<file path="src/rtl/sdr_rd_pkg.sv">
package sdr_rd_pkg;

  // {cs_n, ras_n, cas_n, we_n}
  typedef enum logic [3:0] {
    CMD_REF = 4'b0001,
    CMD_PRE = 4'b0010,
    CMD_ACT = 4'b0011,
    CMD_RD  = 4'b0101,
    CMD_NOP = 4'b0111
  } sdr_cmd_e;

  typedef enum logic [2:0] {
    ST_IDLE,
    ST_PRE,
    ST_ACT,
    ST_RD,
    ST_DATA,
    ST_REF,
    ST_GAP
  } seq_st_e;

endpackage

</file>
<file path="src/rtl/sdr_ref_timer.sv">
module sdr_ref_timer #(
  parameter int unsigned INTERVAL = 780
) (
  input  logic clk,
  input  logic rst_n,
  input  logic clr,
  output logic pend
);
  localparam int unsigned CW = $clog2(INTERVAL);

  logic [CW-1:0] cnt;
  logic          tick;

  assign tick = (cnt == CW'(INTERVAL - 1));

  always_ff @(posedge clk or negedge rst_n) begin
    if (!rst_n) begin
      cnt  <= '0;
      pend <= 1'b0;
    end else begin
      cnt <= tick ? '0 : cnt + 1'b1;
      if (tick)     pend <= 1'b1;
      else if (clr) pend <= 1'b0;
    end
  end

  AST_PEND_KEEP: assert property (@(posedge clk) disable iff (!rst_n)
    pend && !clr |=> pend);

endmodule

</file>
<file path="src/rtl/sdr_burst_order.sv">
module sdr_burst_order #(
  parameter int unsigned COL_W  = 8,
  parameter int unsigned BEAT_W = 2
) (
  input  logic [COL_W-1:0]  start_col,
  input  logic [BEAT_W-1:0] beat,
  input  logic              ilv,
  output logic [COL_W-1:0]  col
);
  logic [BEAT_W-1:0] low;

  always_comb begin
    if (ilv) low = start_col[BEAT_W-1:0] ^ beat;
    else     low = start_col[BEAT_W-1:0] + beat;
  end

  generate
    if (COL_W > BEAT_W) begin : g_keep_high
      assign col = {start_col[COL_W-1:BEAT_W], low};
    end else begin : g_low_only
      assign col = low;
    end
  endgenerate

endmodule

</file>
<file path="src/rtl/sdr_read_seq.sv">
module sdr_read_seq
  import sdr_rd_pkg::*;
#(
  parameter int unsigned ROW_W        = 12,
  parameter int unsigned COL_W        = 8,
  parameter int unsigned BURST_LEN    = 4,
  parameter int unsigned T_RCD        = 2,
  parameter int unsigned CAS_LAT      = 2,
  parameter int unsigned T_RP         = 2,
  parameter int unsigned T_RFC        = 4,
  parameter int unsigned REF_INTERVAL = 780
) (
  input  logic             clk,
  input  logic             rst_n,
  input  logic             req_valid,
  output logic             req_ready,
  input  logic [ROW_W-1:0] req_row,
  input  logic [COL_W-1:0] req_col,
  input  logic             req_ilv,
  output logic             busy,
  output logic             sd_cs_n,
  output logic             sd_ras_n,
  output logic             sd_cas_n,
  output logic             sd_we_n,
  output logic [ROW_W-1:0] sd_addr,
  output logic             rd_valid,
  output logic [COL_W-1:0] rd_col
);
  localparam int unsigned BEAT_W    = $clog2(BURST_LEN);
  localparam int unsigned DATA_LAST = CAS_LAT + BURST_LEN - 2;
  localparam int unsigned G1        = (T_RP > T_RCD) ? T_RP : T_RCD;
  localparam int unsigned G2        = (G1 > T_RFC) ? G1 : T_RFC;
  localparam int unsigned GAP_MAX   = (G2 > DATA_LAST + 1) ? G2 : DATA_LAST + 1;
  localparam int unsigned CNT_W     = $clog2(GAP_MAX + 1);
  localparam int unsigned SW        = CNT_W + 1;

  seq_st_e          state, ret_st;
  logic [CNT_W-1:0] wcnt;
  logic             row_open, do_ref, lat_ilv;
  logic [ROW_W-1:0] open_row, lat_row;
  logic [COL_W-1:0] lat_col;
  logic             ref_pend, ref_clr;
  sdr_cmd_e         cmd;
  logic [CNT_W-1:0] beat_full;
  logic [COL_W-1:0] beat_col;

  sdr_ref_timer #(.INTERVAL(REF_INTERVAL)) u_ref_timer (
    .clk  (clk),
    .rst_n(rst_n),
    .clr  (ref_clr),
    .pend (ref_pend)
  );

  assign ref_clr   = (state == ST_REF);
  assign busy      = (state != ST_IDLE);
  assign req_ready = (state == ST_IDLE) && !ref_pend;

  // command decode
  always_comb begin
    unique case (state)
      ST_PRE:  cmd = CMD_PRE;
      ST_ACT:  cmd = CMD_ACT;
      ST_RD:   cmd = CMD_RD;
      ST_REF:  cmd = CMD_REF;
      default: cmd = CMD_NOP;
    endcase
  end

  assign {sd_cs_n, sd_ras_n, sd_cas_n, sd_we_n} = cmd;

  always_comb begin
    unique case (state)
      ST_ACT:  sd_addr = lat_row;
      ST_RD:   sd_addr = ROW_W'(lat_col);
      default: sd_addr = '0;
    endcase
  end

  // sequencing
  always_ff @(posedge clk or negedge rst_n) begin
    if (!rst_n) begin
      state    <= ST_IDLE;
      ret_st   <= ST_IDLE;
      wcnt     <= '0;
      row_open <= 1'b0;
      open_row <= '0;
      lat_row  <= '0;
      lat_col  <= '0;
      lat_ilv  <= 1'b0;
      do_ref   <= 1'b0;
    end else begin
      unique case (state)
        ST_IDLE: begin
          if (ref_pend) begin
            do_ref <= 1'b1;
            state  <= row_open ? ST_PRE : ST_REF;
          end else if (req_valid) begin
            lat_row <= req_row;
            lat_col <= req_col;
            lat_ilv <= req_ilv;
            if (row_open && open_row == req_row) state <= ST_RD;
            else if (row_open)                   state <= ST_PRE;
            else                                 state <= ST_ACT;
          end
        end
        ST_PRE: begin
          row_open <= 1'b0;
          if (T_RP > 1) begin
            state  <= ST_GAP;
            ret_st <= do_ref ? ST_REF : ST_ACT;
            wcnt   <= CNT_W'(T_RP - 1);
          end else begin
            state  <= do_ref ? ST_REF : ST_ACT;
          end
        end
        ST_ACT: begin
          row_open <= 1'b1;
          open_row <= lat_row;
          if (T_RCD > 1) begin
            state  <= ST_GAP;
            ret_st <= ST_RD;
            wcnt   <= CNT_W'(T_RCD - 1);
          end else begin
            state  <= ST_RD;
          end
        end
        ST_RD: begin
          state <= ST_DATA;
          wcnt  <= '0;
        end
        ST_DATA: begin
          if (wcnt == CNT_W'(DATA_LAST)) state <= ST_IDLE;
          else                           wcnt  <= wcnt + 1'b1;
        end
        ST_REF: begin
          do_ref <= 1'b0;
          if (T_RFC > 1) begin
            state  <= ST_GAP;
            ret_st <= ST_IDLE;
            wcnt   <= CNT_W'(T_RFC - 1);
          end else begin
            state  <= ST_IDLE;
          end
        end
        ST_GAP: begin
          if (wcnt == CNT_W'(1)) state <= ret_st;
          else                   wcnt  <= wcnt - 1'b1;
        end
        default: state <= ST_IDLE;
      endcase
    end
  end

  // read beats
  assign rd_valid  = (state == ST_DATA) && (wcnt >= CNT_W'(CAS_LAT - 1));
  assign beat_full = wcnt - CNT_W'(CAS_LAT - 1);

  sdr_burst_order #(.COL_W(COL_W), .BEAT_W(BEAT_W)) u_burst_order (
    .start_col(lat_col),
    .beat     (beat_full[BEAT_W-1:0]),
    .ilv      (lat_ilv),
    .col      (beat_col)
  );

  assign rd_col = rd_valid ? beat_col : '0;

  // cycle distance to the last command of each kind, for the checks below
  logic [SW-1:0] since_act, since_pre, since_rd;

  always_ff @(posedge clk or negedge rst_n) begin
    if (!rst_n) begin
      since_act <= '1;
      since_pre <= '1;
      since_rd  <= '1;
    end else begin
      since_act <= (cmd == CMD_ACT) ? SW'(1) : ((since_act == '1) ? since_act : since_act + 1'b1);
      since_pre <= (cmd == CMD_PRE) ? SW'(1) : ((since_pre == '1) ? since_pre : since_pre + 1'b1);
      since_rd  <= (cmd == CMD_RD)  ? SW'(1) : ((since_rd  == '1) ? since_rd  : since_rd  + 1'b1);
    end
  end

  AST_RCD_GAP: assert property (@(posedge clk) disable iff (!rst_n)
    cmd == CMD_RD |-> since_act >= SW'(T_RCD));
  AST_DV_LATENCY: assert property (@(posedge clk) disable iff (!rst_n)
    $rose(rd_valid) |-> since_rd == SW'(CAS_LAT));
  AST_DV_LENGTH: assert property (@(posedge clk) disable iff (!rst_n)
    rd_valid && since_rd == SW'(CAS_LAT + BURST_LEN - 1) |=> !rd_valid);
  AST_RP_GAP: assert property (@(posedge clk) disable iff (!rst_n)
    (cmd == CMD_ACT || cmd == CMD_REF) |-> since_pre >= SW'(T_RP));
  AST_REF_CLOSED: assert property (@(posedge clk) disable iff (!rst_n)
    cmd == CMD_REF |-> !row_open);
  AST_READY_QUIET: assert property (@(posedge clk) disable iff (!rst_n)
    req_ready |-> (cmd == CMD_NOP) && !rd_valid && sd_addr == '0);

endmodule

</file>
<file path="config.mk">
export PLATFORM = sky130hd
export DESIGN_NAME = sdr_read_seq
export DESIGN_NICKNAME = d
export VERILOG_FILES = /design/src/rtl/sdr_rd_pkg.sv /design/src/rtl/sdr_ref_timer.sv /design/src/rtl/sdr_burst_order.sv /design/src/rtl/sdr_read_seq.sv
export SDC_FILE = /design/constraint.sdc
export NUM_CORES = 1
export LEC_CHECK = 0
export BUFFER_PORTS_ARGS = -buffer_cell sky130_fd_sc_hd__buf_2
export CAP_MARGIN = 30
export CORE_UTILIZATION = 50
export DETAILED_ROUTE_END_ITERATION = 6
export PLACE_DENSITY = 0.73
export SLEW_MARGIN = 10
export SYNTH_ARGS = -nofsm -noshare
export SYNTH_HDL_FRONTEND = slang
export SYNTH_SLANG_ARGS = --single-unit
</file>
<file path="constraint.sdc">
create_clock -name clk -period 2.2 [get_ports clk]
set_clock_uncertainty 0.1 [all_clocks]
set_input_delay 0.22 -clock clk [delete_from_list [all_inputs] [get_ports clk]]
set_output_delay 0.22 -clock clk [all_outputs]
set_load 0.1 [all_outputs]
</file>
==> qor.txt <==
Fin. Hold Viols - 0
Initial Util - 52.3%
DR vias/cell - 5.30
Remaining DRCs - 0
Initial antenna violation count - 0
TritonCTS buffer count - 5
Reg2reg end - lat_col[7]$_DFFE_PN0P_
Largest net degree at the start of global routing - 32
RePlAce Congestion - 0.811
Hpwl dp - 4.55 mm
Global route overflow - 0
1st-iter DRT viols - 97
WL per Instance - 15.6 microns
Die area - 0.00614 sq mm
ANT nets after route - 0
Root Buffer - clkbuf_8
Avg Cell Area, Syn - 11.4 sq um
Clock slew at reported path FFs - 100 ps
Reg2Reg Setup Slack - 290 ps
Crit share post-route - 97.1%
First-pass GRT wire length - 10.5 mm
DR pass1 iterations - 4
# IOs - 51
Setup TNS - 0 ps
Number of distinct library cells after synthesis - 42
Via Count - 2,031
CTS sink count - 55
Commonest cells in the netlist - dfrtp_1, nor2_1, mux2_4
CTS tree - done
Row count - 27
Register bit count reported by yosys - 55
Mapped Cells - 256
WP data arrival - 1820 ps
Mapped Area - 0.00292 sq mm
Hold path depth - 2
Max-cap violation count - 0
Die width - 78.4 microns
Async SR Flop Fraction - 100%
Die Ht - 78.4 microns
Share of cells above drive strength 1 - 42.1%
Fin. max-slew vios - 0
Vias in the first global route - 2,162
Critical Path Start Type - flip-flop
Syn nets - 286
R2R cell count - 4
Clock Latency Late Sink - 320 ps
Layout Nets - 340
Synth area leader - dfrtp_1
Max Freq - 468 MHz
Number of port buffers - 49
Outcome - finished, final reports clean
Setup crit end kind - primary output
Top-area cell type share of the netlist area - 47.2%
Antenna Cells - 0
Register area share after synthesis - 47.2%
Req. time, crit path - 1880 ps
CTS max path bufs - 2
Reg-to-Reg Start - state[0]$_DFFE_PN0P_
Core area - 0.00557 sq mm
Final min period - 2140 ps
Synth Warn # - 0
Setup CP Type - reg -> out
Top cells by area, synth - dfrtp_1, mux2_4, xor2_1
Top FF cell, synth - dfrtp_1
EDFF count, synth - 0
Hold path start - req_col[5]
WL final - 5.99 mm
Worst hold path endpoint - lat_col[5]$_DFFE_PN0P_
Post-CTS setup repair buffer count - 0
Most frequent cell after synthesis - dfrtp_1
Final setup vio count - 0
Area Growth Syn to Fin - 31.2%
Worst hold path type - in -> reg
RSZ-0062 raised after global routing - yes
H-tree level count - 2
Worst-path maximum fanout - 18
All-Layer GR Usage - 22.4%
## cell usage in the layout (no fill, tap or decap), types with 2 or more instances in the layout
cell type  count
mux2_2        13
o21ai_0        7
nand2b_1       2
xnor2_1        5
buf_12        25
nor2_1        13
inv_1          4
nor4_1         4
dfrtp_1       55
mux2i_1       11
buf_6          2
xor2_1        17
nand3_1        8
and2_2        12
ha_1           5
a21oi_1        5
nor2_2         9
nor2_4         2
nor2b_1        8
buf_4          6
nor3_1         2
clkbuf_8       5
o31ai_1        2
buf_2         25
mux2_4        20
inv_2          2
o211ai_1       2
a31oi_1        2
nand2_1       16
## worst max-delay path by stage
stage / startpoint / endpoint / slack [ps]
2_1_floorplan: state[1]$_DFFE_PN0P_ / sd_cas_n / -320
5_1_grt: state[1]$_DFFE_PN0P_ / rd_col[4] / -10
3_5_place_dp: wcnt[0]$_DFFE_PN0P_ / rd_col[1] / 300
6_report: state[1]$_DFFE_PN0P_ / rd_col[7] / 60
4_1_cts: state[2]$_DFFE_PN0P_ / sd_cas_n / 20
3_3_place_gp: state[1]$_DFFE_PN0P_ / rd_col[7] / 320
## cells by family after synthesis
logic type	Yosys count	share of synthesized area [%]
other	1	0.129
and+or+nand+nor	84	15.0
AOI/OAI and AO/OA	26	5.79
buffers and inverters	18	3.60
adders and majority gates	6	2.57
xor gates and xnor gates	22	6.61
DFF	55	47.2
muxes	44	19.1
## layout make-up
class                      instances  area, sq um
timing repair buffer              59          703
inverter                           6         22.5
clock inverter                     3         47.5
fill                             400         1750
multi-input combinational        183         1520
tap                               72         90.1
clock buffer                       5         68.8
sequential                        55         1380
## worst max-delay path, stage by stage (launching register included)
cell	delay, ps
dfrtp_1	390
buf_4	200
nor2_2	240
o311a_4	310
and2_2	180
buf_12	170
## layer usage
layer / routed length [microns] / vias to the layer above / global-route usage (%)
li1: - / 985 / -
met1: 2670 / 983 / 28.9
met2: 2980 / 53 / 37.2
met3: 217 / 10 / 3.72
met4: 119 / 0 / 9.63
met5: 0 / - / 0
## through the flow
step	setup slack (ps)	utilization, %	instance area, sq um	std cells	hold slack (ps)
finish	64.1	68.6	3830	383	35.7
floorplan	-324	-	2970	256	-176
CTS	18.0	68.3	3810	383	29.2
global placement	320	65.5	3650	374	37.7
global route	-9.74	68.6	3830	383	36.4
detailed placement	298	65.5	3650	374	42.3
## sequential cells by signal, summed over array words and instances, names as in the netlist
register,cells
wcnt,3
lat_row,12
u_ref_timer.cnt,10
ret_st,3
row_open,1
do_ref,1
open_row,12
lat_col,8
u_ref_timer.pend,1
state,3
lat_ilv,1
## repair_timing
action	CTS	global route
gates resized for setup	5	5
endpoints found under the hold margin	11	0
hold buffers	1	0
endpoints found under the setup margin	12	13
pin swaps	0	1
Power is not shown: default switching activity piles up to over one toggle a cycle in this logic, so the estimate is an artifact.
